`config.mk`:
```
export PLATFORM = sky130hd
export DESIGN_NAME = i2c_byte_master
export DESIGN_NICKNAME = d
export VERILOG_FILES = /design/src/rtl/i2cbm_pkg.sv /design/src/rtl/i2cbm_delay.sv /design/src/rtl/i2cbm_evout.sv /design/src/rtl/i2cbm_seq.sv /design/src/rtl/i2c_byte_master.sv
export SDC_FILE = /design/constraint.sdc
export NUM_CORES = 1
export LEC_CHECK = 0
export BUFFER_PORTS_ARGS = -buffer_cell sky130_fd_sc_hd__buf_2
export CAP_MARGIN = 40
export CORE_MARGIN = 1
export CORE_UTILIZATION = 50
export DETAILED_ROUTE_END_ITERATION = 16
export GPL_TIMING_DRIVEN = 0
export PLACE_DENSITY = 0.8
export SETUP_SLACK_MARGIN = 0.15
export SYNTH_ARGS = -nofsm -noshare
export SYNTH_HDL_FRONTEND = slang
export SYNTH_HIERARCHICAL = 1
export SYNTH_SLANG_ARGS = --single-unit
```
`constraint.sdc`:
```
create_clock -name clk -period 4.97 [get_ports clk]
set_input_delay 0.497 -clock clk [delete_from_list [all_inputs] [get_ports clk]]
set_output_delay 0.497 -clock clk [all_outputs]
set_load 0.1 [all_outputs]
```
`src/rtl/i2cbm_pkg.sv`:
```
package i2cbm_pkg;
  localparam int BYTE_W = 8;

  typedef enum logic [2:0] {
    EV_START = 3'd0,
    EV_STOP  = 3'd1,
    EV_ADDR  = 3'd2,
    EV_WRITE = 3'd3,
    EV_READ  = 3'd4
  } ev_kind_e;

  typedef struct packed {
    ev_kind_e          kind;
    logic [BYTE_W-1:0] data;
    logic              ack;
  } ev_t;

  localparam logic [BYTE_W-1:0] ST_START   = 8'h08;
  localparam logic [BYTE_W-1:0] ST_RESTART = 8'h10;
  localparam logic [BYTE_W-1:0] ST_WA_ACK  = 8'h18;
  localparam logic [BYTE_W-1:0] ST_WA_NACK = 8'h20;
  localparam logic [BYTE_W-1:0] ST_WD_ACK  = 8'h28;
  localparam logic [BYTE_W-1:0] ST_WD_NACK = 8'h30;
  localparam logic [BYTE_W-1:0] ST_RA_ACK  = 8'h40;
  localparam logic [BYTE_W-1:0] ST_RA_NACK = 8'h48;
  localparam logic [BYTE_W-1:0] ST_RD_ACK  = 8'h50;
  localparam logic [BYTE_W-1:0] ST_RD_NACK = 8'h58;
  localparam logic [BYTE_W-1:0] ST_IDLE    = 8'hF8;
  localparam logic [BYTE_W-1:0] DAT_CLEAR  = 8'hFF;
endpackage

```
`src/rtl/i2cbm_delay.sv`:
```
module i2cbm_delay
  import i2cbm_pkg::*;
#(
  parameter int UNIT_CYC   = 4,
  parameter int STAT_SHORT = 3,
  parameter int STAT_LONG  = 9
) (
  input  logic              clk,
  input  logic              rst_n,
  input  logic              kill,
  input  logic              load,
  input  logic              load_long,
  input  logic [BYTE_W-1:0] load_code,
  output logic              busy,
  output logic              fire,
  output logic [BYTE_W-1:0] fire_code
);
  localparam int SHORT_CYC = STAT_SHORT * UNIT_CYC;
  localparam int LONG_CYC  = STAT_LONG * UNIT_CYC;
  localparam int CW        = $clog2(LONG_CYC + 1);

  logic [CW-1:0]     cnt_q;
  logic [BYTE_W-1:0] code_q;

  always_ff @(posedge clk) begin
    if (!rst_n) begin
      cnt_q  <= '0;
      code_q <= '0;
    end else if (kill) begin
      cnt_q  <= '0;
    end else if (load) begin
      cnt_q  <= load_long ? CW'(LONG_CYC) : CW'(SHORT_CYC);
      code_q <= load_code;
    end else if (cnt_q != '0) begin
      cnt_q  <= cnt_q - 1'b1;
    end
  end

  assign busy      = (cnt_q != '0);
  assign fire      = (cnt_q == CW'(1));
  assign fire_code = code_q;
endmodule

```
`src/rtl/i2cbm_evout.sv`:
```
module i2cbm_evout
  import i2cbm_pkg::*;
(
  input  logic clk,
  input  logic rst_n,
  input  logic kill,
  input  logic push,
  input  ev_t  push_ev,
  input  logic ready,
  output logic valid,
  output ev_t  ev_q,
  output logic acc
);
  assign acc = valid & ready;

  always_ff @(posedge clk) begin
    if (!rst_n) begin
      valid <= 1'b0;
      ev_q  <= '0;
    end else if (kill) begin
      valid <= 1'b0;
    end else if (push) begin
      valid <= 1'b1;
      ev_q  <= push_ev;
    end else if (acc) begin
      valid <= 1'b0;
    end
  end
endmodule

```
`src/rtl/i2cbm_seq.sv`:
```
module i2cbm_seq
  import i2cbm_pkg::*;
(
  input  logic              clk,
  input  logic              rst_n,
  input  logic              cfg_wr,
  input  logic              cfg_en,
  input  logic              cfg_start,
  input  logic              cfg_stop,
  input  logic              cfg_acken,
  input  logic              cfg_irqclr,
  input  logic              dat_wr,
  input  logic [BYTE_W-1:0] dat_wdata,
  input  logic              dat_rd,
  input  logic              ev_valid,
  input  logic              acc,
  input  ev_t               acc_ev,
  input  logic              sl_ack,
  input  logic [BYTE_W-1:0] sl_rdata,
  input  logic              dly_busy,
  input  logic              fire,
  input  logic [BYTE_W-1:0] fire_code,
  output logic              kill,
  output logic              push,
  output ev_t               push_ev,
  output logic              load,
  output logic              load_long,
  output logic [BYTE_W-1:0] load_code,
  output logic              en_q,
  output logic              start_q,
  output logic              stop_q,
  output logic              acken_q,
  output logic              irq_q,
  output logic [BYTE_W-1:0] dat_q,
  output logic [BYTE_W-1:0] stat_q
);
  logic              open_q, rep_q, addr_done_q, rd_q, wlatch_q, rlatch_q;
  logic [BYTE_W-1:0] peer_q;

  logic busy, go, rise_sto, rise_sta, trig;
  logic act_stop_ev, act_stop_clr, act_start, act_addr, act_rd, act_wr;
  logic byte_go;

  assign kill     = cfg_wr & ~cfg_en;
  assign busy     = ev_valid | dly_busy;
  assign go       = cfg_wr & cfg_en & ~busy;
  assign rise_sto = cfg_stop & ~stop_q;
  assign rise_sta = cfg_start & ~start_q;
  assign trig     = cfg_irqclr & irq_q & ~cfg_start & ~cfg_stop & open_q;
  assign byte_go  = go & ~rise_sto & ~rise_sta & trig;

  assign act_stop_ev  = go & rise_sto & open_q;
  assign act_stop_clr = go & rise_sto & ~open_q;
  assign act_start    = go & ~rise_sto & rise_sta;
  assign act_addr     = byte_go & ~addr_done_q;
  assign act_rd       = byte_go & addr_done_q & rd_q & rlatch_q;
  assign act_wr       = byte_go & addr_done_q & ~rd_q & wlatch_q;
  assign push         = act_stop_ev | act_start | act_addr | act_rd | act_wr;

  always_comb begin
    push_ev = '{kind: EV_START, data: '0, ack: 1'b0};
    if (act_stop_ev) push_ev = '{kind: EV_STOP,  data: peer_q, ack: 1'b0};
    if (act_addr)    push_ev = '{kind: EV_ADDR,  data: dat_q,  ack: 1'b0};
    if (act_wr)      push_ev = '{kind: EV_WRITE, data: dat_q,  ack: 1'b0};
    if (act_rd)      push_ev = '{kind: EV_READ,  data: peer_q, ack: cfg_acken};
  end

  // status code chosen at handover, from the sampled slave answer
  assign load      = acc & (acc_ev.kind != EV_STOP) & ~kill;
  assign load_long = (acc_ev.kind != EV_START);
  always_comb begin
    case (acc_ev.kind)
      EV_START: load_code = rep_q ? ST_RESTART : ST_START;
      EV_ADDR:  load_code = acc_ev.data[0] ? (sl_ack ? ST_RA_ACK : ST_RA_NACK)
                                           : (sl_ack ? ST_WA_ACK : ST_WA_NACK);
      EV_WRITE: load_code = sl_ack ? ST_WD_ACK : ST_WD_NACK;
      EV_READ:  load_code = acc_ev.ack ? ST_RD_ACK : ST_RD_NACK;
      default:  load_code = ST_IDLE;
    endcase
  end

  always_ff @(posedge clk) begin
    if (!rst_n || kill) begin
      en_q <= 1'b0; start_q <= 1'b0; stop_q <= 1'b0; acken_q <= 1'b0;
      irq_q <= 1'b0; dat_q <= DAT_CLEAR; stat_q <= ST_IDLE;
      open_q <= 1'b0; rep_q <= 1'b0; addr_done_q <= 1'b0; rd_q <= 1'b0;
      wlatch_q <= 1'b0; rlatch_q <= 1'b0; peer_q <= '0;
    end else begin
      if ((acc && acc_ev.kind == EV_STOP) || act_stop_clr) begin
        open_q <= 1'b0; addr_done_q <= 1'b0; rd_q <= 1'b0;
        wlatch_q <= 1'b0; rlatch_q <= 1'b0; peer_q <= '0;
      end
      if (dat_wr) begin
        dat_q <= dat_wdata;
        if (en_q) wlatch_q <= 1'b1;
      end
      if (acc && acc_ev.kind == EV_READ) dat_q <= sl_rdata;
      if (dat_rd && en_q) rlatch_q <= 1'b1;
      if (cfg_wr) begin
        en_q    <= 1'b1;
        start_q <= cfg_start;
        stop_q  <= cfg_stop;
        acken_q <= cfg_acken;
        if (cfg_irqclr) irq_q <= 1'b0;
      end
      if (act_start) begin
        open_q <= 1'b1; rep_q <= open_q; addr_done_q <= 1'b0; rd_q <= 1'b0;
        wlatch_q <= 1'b0; rlatch_q <= 1'b0; peer_q <= '0;
      end
      if (act_addr) begin
        peer_q <= dat_q; addr_done_q <= 1'b1; rd_q <= dat_q[0];
        rlatch_q <= dat_q[0]; wlatch_q <= 1'b0;
      end
      if (act_rd) rlatch_q <= 1'b0;
      if (act_wr) wlatch_q <= 1'b0;
      if (fire) begin
        stat_q <= fire_code;
        irq_q  <= 1'b1;
      end
    end
  end
endmodule

```
`src/rtl/i2c_byte_master.sv`:
```
module i2c_byte_master
  import i2cbm_pkg::*;
#(
  parameter int UNIT_CYC   = 4,
  parameter int STAT_SHORT = 3,
  parameter int STAT_LONG  = 9
) (
  input  logic        clk,
  input  logic        rst_n,
  input  logic        cfg_wr,
  input  logic        cfg_en,
  input  logic        cfg_start,
  input  logic        cfg_stop,
  input  logic        cfg_acken,
  input  logic        cfg_irqclr,
  input  logic        dat_wr,
  input  logic [7:0]  dat_wdata,
  input  logic        dat_rd,
  output logic        en_q,
  output logic        start_q,
  output logic        stop_q,
  output logic        acken_q,
  output logic        irq_q,
  output logic [7:0]  dat_q,
  output logic [7:0]  stat_q,
  output logic        ev_valid,
  input  logic        ev_ready,
  output logic [2:0]  ev_kind,
  output logic [7:0]  ev_data,
  output logic        ev_ack,
  input  logic        sl_ack,
  input  logic [7:0]  sl_rdata
);
  logic              kill, push, acc, load, load_long, dly_busy, fire;
  logic [BYTE_W-1:0] load_code, fire_code;
  ev_t               push_ev, ev_q;

  i2cbm_seq u_seq (
    .clk(clk), .rst_n(rst_n),
    .cfg_wr(cfg_wr), .cfg_en(cfg_en), .cfg_start(cfg_start), .cfg_stop(cfg_stop),
    .cfg_acken(cfg_acken), .cfg_irqclr(cfg_irqclr),
    .dat_wr(dat_wr), .dat_wdata(dat_wdata), .dat_rd(dat_rd),
    .ev_valid(ev_valid), .acc(acc), .acc_ev(ev_q),
    .sl_ack(sl_ack), .sl_rdata(sl_rdata),
    .dly_busy(dly_busy), .fire(fire), .fire_code(fire_code),
    .kill(kill), .push(push), .push_ev(push_ev),
    .load(load), .load_long(load_long), .load_code(load_code),
    .en_q(en_q), .start_q(start_q), .stop_q(stop_q), .acken_q(acken_q),
    .irq_q(irq_q), .dat_q(dat_q), .stat_q(stat_q)
  );

  i2cbm_evout u_evout (
    .clk(clk), .rst_n(rst_n), .kill(kill), .push(push), .push_ev(push_ev),
    .ready(ev_ready), .valid(ev_valid), .ev_q(ev_q), .acc(acc)
  );

  i2cbm_delay #(.UNIT_CYC(UNIT_CYC), .STAT_SHORT(STAT_SHORT), .STAT_LONG(STAT_LONG)) u_delay (
    .clk(clk), .rst_n(rst_n), .kill(kill), .load(load), .load_long(load_long),
    .load_code(load_code), .busy(dly_busy), .fire(fire), .fire_code(fire_code)
  );

  assign ev_kind = ev_q.kind;
  assign ev_data = ev_q.data;
  assign ev_ack  = ev_q.ack;
endmodule

```
# Word level (Yosys, flattened, before mapping)
# Cells that the tools add are included.
op_classes:
  addsub: 1
  eq_ne: 6
  n_mux: 35
  bitwise: 43
  n_reduce_logical: 23
op_table:
  columns: ["cell", "n"]
  rows:
  - ["2-to-1 mux 8 bit", 6]
  - ["one-hot mux 8 bit (4 select lines)", 1]
  - ["bitwise AND 1 bit", 25]
  - ["2-to-1 mux 6 bit", 4]
  - ["2-to-1 mux 11 bit", 2]
  - ["2-to-1 mux 1 bit", 16]
  - ["NOT 1 bit", 13]
  - ["2-to-1 mux 12 bit", 1]
  - ["nonzero test 2 bit", 6]
  - ["2-to-1 mux 10 bit", 1]
  - ["2-to-1 mux 5 bit", 2]
  - ["2-to-1 mux 4 bit", 2]
  - ["equality test 3 x 2 -> 1 bit (second input constant)", 2]
  - ["equality test 6 x 1 -> 1 bit (second input constant)", 1]
  - ["AND reduction 2 bit", 3]
  - ["nonzero test 3 bit", 2]
  - ["nonzero test 6 bit", 1]
  - ["subtractor 6 x 1 -> 6 bit (second input constant)", 1]
  - ["bitwise OR 1 bit", 5]
  - ["nonzero test 4 bit", 1]
  - ["OR reduction 2 bit", 2]
  - ["OR reduction 4 bit", 1]
  - ["equality test 3 x 1 -> 1 bit (second input constant)", 1]
  - ["equality test 3 bit (second input constant)", 1]
  - ["5 further kinds", 8]
word_totals:
  register_bits: 62
  inputBits: 28
  out_inout_bits: 34

# Logic depth before layout (Yosys ltp)
depth:
  word_depth: 13
  mapped_depth: 11

# Hierarchy
# The synthesis kept the hierarchy.
by_module_without_submodules:
  columns: ["mod", "n_inst", "cells_per_inst", "area_each_um2", "seq_area_each_um2"]
  rows:
  - ["i2cbm_seq", 1, 221, 1910.6, 680.7]
  - ["i2cbm_delay", 1, 63, 633.1, 280.3]
  - ["i2cbm_evout", 1, 58, 553.0, 260.2]

# Worst setup path before layout
# OpenSTA, ideal clock, no wires.
synth_path:
  path_kind: "register to register"
  startpoint: "register u_delay.cnt_q[2]"
  endpoint: "register, netlist name u_evout/ev_q[1]"
  setup_ns: 0.072
  arrival_time_ns: 2.536
  t_required_ns: 4.898
  slack_ns: 2.362
  stages_incl_launch_ff: 11
  path_cell_list: "dfxtp_1 nor4_1 and2_1 inv_1 and4bb_2 nand2_4 a21oi_2 nand2b_1 nor2b_4 buf_12 mux2i_1"
synth_via:
  elab_chain_cells: 13
synth_rtl:
  columns: ["item", "line", "source"]
  rows:
  - ["start: declaration", "i2cbm_delay.sv:22", "logic [CW-1:0] cnt_q;"]
  - ["start signal: assignment", "i2cbm_delay.sv:32", "cnt_q <= load_long ? CW'(LONG_CYC) : CW'(SHORT_CYC);"]
  - ["start signal: assignment", "i2cbm_delay.sv:35", "cnt_q <= cnt_q - 1'b1;"]
  - ["nonzero test 6 bit *", "i2cbm_delay.sv:39", "assign busy = (cnt_q != '0);"]
  - ["via dly_busy", "i2c_byte_master.sv:34", "logic kill, push, acc, load, load_long, dly_busy, fire;"]
  - ["bitwise OR 1 bit *", "i2cbm_seq.sv:45", "assign busy = ev_valid | dly_busy;"]
  - ["NOT 1 bit *", "i2cbm_seq.sv:46", "assign go = cfg_wr & cfg_en & ~busy;"]
  - ["bitwise AND 1 bit *", "i2cbm_seq.sv:46", null]
  - ["bitwise AND 1 bit", "i2cbm_seq.sv:50, i2cbm_seq.sv:54", null]
  - ["bitwise AND 1 bit (2 in series)", "i2cbm_seq.sv:50", "assign byte_go = go & ~rise_sto & ~rise_sta & trig;"]
  - ["bitwise AND 1 bit", "i2cbm_seq.sv:56, i2cbm_seq.sv:57", null]
  - ["bitwise AND 1 bit (2 in series)", "i2cbm_seq.sv:56", "assign act_rd = byte_go & addr_done_q & rd_q & rlatch_q;"]
  - ["bitwise OR 1 bit", "i2cbm_seq.sv:58", "assign push = act_stop_ev | act_start | act_addr | act_rd | act_wr;"]
  - ["bitwise OR 1 bit *", "i2cbm_seq.sv:58", null]
  - ["via push", "i2c_byte_master.sv:34", null]
  - ["AND reduction 2 bit (no source line) *", null, null]
# The timed path passes the listed nets; every way through them passes the cells marked *.
# A chain may end at the register's enable or synchronous reset.

# Final worst setup path
layout_path:
  startpoint: "register u_delay.cnt_q[2]"
  endpoint: "register, netlist name u_evout/ev_q[2]"
layout_via:
  elab_chain_cells: 13
layout_rtl:
  columns: ["item", "line"]
  rows:
  - ["nonzero test 6 bit *", "i2cbm_delay.sv:39"]
  - ["via dly_busy", "i2c_byte_master.sv:34"]
  - ["bitwise OR 1 bit *", "i2cbm_seq.sv:45"]
  - ["NOT 1 bit *", "i2cbm_seq.sv:46"]
  - ["bitwise AND 1 bit *", "i2cbm_seq.sv:46"]
  - ["bitwise AND 1 bit", "i2cbm_seq.sv:50, i2cbm_seq.sv:54"]
  - ["bitwise AND 1 bit (2 in series)", "i2cbm_seq.sv:50"]
  - ["bitwise AND 1 bit", "i2cbm_seq.sv:56, i2cbm_seq.sv:57"]
  - ["bitwise AND 1 bit (2 in series)", "i2cbm_seq.sv:56"]
  - ["bitwise OR 1 bit", "i2cbm_seq.sv:58"]
  - ["bitwise OR 1 bit *", "i2cbm_seq.sv:58"]
  - ["via push", "i2c_byte_master.sv:34"]
  - ["AND reduction 2 bit (no source line) *", null]
# Marked as above.

==> metrics <==
status=finished, final reports clean; Setup-failing EPs final=0; post-synthesis mux area share=10.71%; Final Hold Violating Endpoints=0; DRC viols=0; placed wire-length estimate=5220 um; maximum root-to-sink buffer count=2; adder-cell share of the synthesized area=1.616%; Post CTS Setup Buffer Count=0; final worst-path cycle share=63.72%; Antenna Cells=0; CP Data Required Time=5.22 ns; final WL=7070 um; Resized cells post-CTS=0; layout cells sized above 1=25.60%; post-route ant nets=0; TNS Setup=0 ns; Worst Path Max Fanout=10; max-cap violation count=0; FF+latch area=1221 um2; H-tree lvl count=3; Synth Area in Compound Gates=17.05%; path depth of the worst reg2reg path=10; flops & latches, synth=61; first-pass GRT wire length=11650 um; Final #Nets=447; Psw=0.5351 mW; crit path time final=3.167 ns; RSZ-0062 raised after global routing=no; # IOs=62; Reg power frac=39.6%; row count=28; area share of and/or/nand/nor cells after synthesis=24.61%; First-pass DRT Iterations=4; vias in the first global route=2487; Switching Share=37.16%; First DRT Iteration DRCs=136; Initial Util=52.00%; Worst Hold Launch=sl_rdata[2]; Synth top area share=39.43%; # fillers=543; core area=5956 um2; XOR/XNOR share of the synthesized area=0.2828%; maximum number of pins on one net before global-route repair=13; Pwr Density=393.1 nW/um2; Worst Hold End=u_seq/dat_q[2]; cell taking the most area after synthesis=dfxtp_1; post-synth cell types=62; Hold Crit Class=in2reg; Global Route met1 Usage=30.96%; Static Leak=1.470 nW; busiest grt layer=met2; total grt overflow=0; routed len/inst=14.34 um; Crit Reg-Reg Startpoint=u_delay/cnt_q[2]; CTS sink cnt=61; via count=2639; multi-input logic area=1692 um2; root buffer cell=clkbuf_8; Num CTS Buffers=9; Post-synth ARST share=0%; Tot GR Track Use=23.78%; RR Endpoint=u_evout/ev_q[2]; syn_area_per_cell=9.055 um2; average vias per placed instance=5.353; worst path arrival time=3.42 ns; GR Layer Usage met2=38.22%; Tot Pwr=1.440 mW; crit path kind=reg2reg; die height=80.70 um; met3 global-route usage=3.750%; Max-slew headroom=39.46%; Worst Tran Pin Value=0.8998 ns; Clock Latency Late Sink=0.33 ns; die area=6512 um2; CP endpoint kind=register; Clk network pwr share=26.3%; top_reg_cell synth=dfxtp_1; Cell Int Power=0.9048 mW; Die X=80.70 um; Syn. warnings=6; Hold Path Stages=3; CTS clk-pin slew, worst paths=0.06 ns; CTS hold repair buffers=0; Post-Synthesis Cell Area=3097 um2; initial antenna violation count=0; Synth Instances=342; Layout area overhead=18.30%; type of origin of the critical path=register; main combinational cell family by area after synthesis=simple AND/OR/NAND/NOR gates; top cells by area, synth=dfxtp_1, mux2i_1, nand2_1; maximum VDD drop=0.2387 mV; port bufs=60; RePlAce Congestion=0.8293; Comb pwr share=34.1%; flop-to-flop setup slack=1.80 ns; clk_skew=0.004903 ns; Max Fclk=0.3158 GHz; Slew Viols, Final=0; Post-synth EDFFs=0; register area share after synthesis=39.43%; CTS tree=done
[power groups by stage]
stage	Clock [mW]	Sequential [mW]	Combinational (mW)
after floorplan	0	0.719	0.260
after global placement	0	0.579	0.480
after detailed placement	0	0.581	0.489
after CTS	0.390	0.571	0.492
after global routing	0.413	0.578	0.528
final	0.379	0.571	0.491
[cell type report]
cell class	instances	area share (%)
Timing Repair Buffer	60	8.197
Tap cell	75	2.561
Clock buffer	12	4.235
Multi-Input combinational cell	249	46.17
Sequential cell	61	33.33
Buffer	22	3.996
Inverter	12	1.230
Clock inverter	2	0.2732
[stage by stage]
step                      util (%)  instances  instance area, um2  hold slack, ns  setup slack, ns
after floorplan                  -        344                3104          0.4447            2.362
after CTS                    61.51        493                3664          0.4190            1.810
after global placement       58.74        479                3498          0.4452            1.884
after detailed placement     58.74        479                3498          0.4477            1.819
final                        61.51        493                3664          0.4368            1.803
after global routing         61.51        493                3664          0.4424            1.523
[routing by layer]
layer	up-vias	part of all wire [%]	wire length (um)
li1	1338	-	-
met1	1225	48	3361
met2	67	47	3310
met3	9	3.8	269
met4	0	1.8	129
met5	-	0	0
[layout by cell type, fill, tap and decap left out, drive strengths merged, types with 3 or more instances in the layout]
cell type / instances
conb: 3
nand2b: 6
buf: 75
nor2b: 23
inv: 12
ha: 4
nor3: 3
a22o: 7
o21ai: 14
nor2: 23
dfxtp: 61
and2: 7
o211ai: 9
mux2i: 32
clkbuf: 19
nor3b: 6
nand3: 3
a211oi: 11
a21oi: 16
nand2: 49
[cells by family (layout without fill, tap and decap cells)]
group | after synthesis | in the layout
xor+xnor | 1 | 1
fa+ha+maj | 4 | 4
other cells | 1 | 3
flops | 61 | 61
simple gates | 136 | 136
buf+inv | 34 | 108
mux | 33 | 33
compound gates | 72 | 72
[worst max path at each step]
stage                      from              end  slack, ns  cells past startpoint
6_report       u_delay/cnt_q[2]  u_evout/ev_q[2]       1.80                     10
5_1_grt        u_delay/cnt_q[2]  u_evout/ev_q[2]       1.52                     10
4_1_cts        u_delay/cnt_q[2]  u_evout/ev_q[2]       1.81                     10
3_5_place_dp   u_delay/cnt_q[2]  u_evout/ev_q[0]       1.82                     10
3_3_place_gp   u_delay/cnt_q[2]  u_evout/ev_q[7]       1.88                     10
2_1_floorplan  u_delay/cnt_q[2]  u_evout/ev_q[1]       2.36                     10
[sequential cells by signal (all words and copies together) (netlist names), 6 cells and up]
register	flops
u_delay/cnt_q	6
u_seq/stat_q	8
u_evout/ev_q	12
u_seq/dat_q	8
u_delay/fire_code	8
u_seq/peer_q	8
[synth_stat cells (all sizes together) (2+ instances only)]
library cell	instances
o21ai	14
mux2i	32
clkbuf	7
o211ai	9
nand4	2
inv	12
or4	2
nor3b	6
buf	15
nor2b	23
nor2	23
and3	2
ha	4
nand3	3
a211oi	11
a21oi	16
dfxtp	61
and4bb	2
a21boi	2
nor4	2
and2	7
a221oi	2
nor3	3
nand2	49
nand2b	6
a22o	7
nand4bb	2
[worst max-delay path, stage by stage (launching register included)]
cell and delay [ns]:
dfxtp_1 0.36, nor4_1 0.80, and2_1 0.29, inv_1 0.07, and4bb_2 0.36, nand2_4 0.10
a21oi_2 0.33, nand2b_1 0.20, nor2b_4 0.23, buf_12 0.17, mux2i_1 0.20
Note: power is estimated with default switching activity, not from simulation.
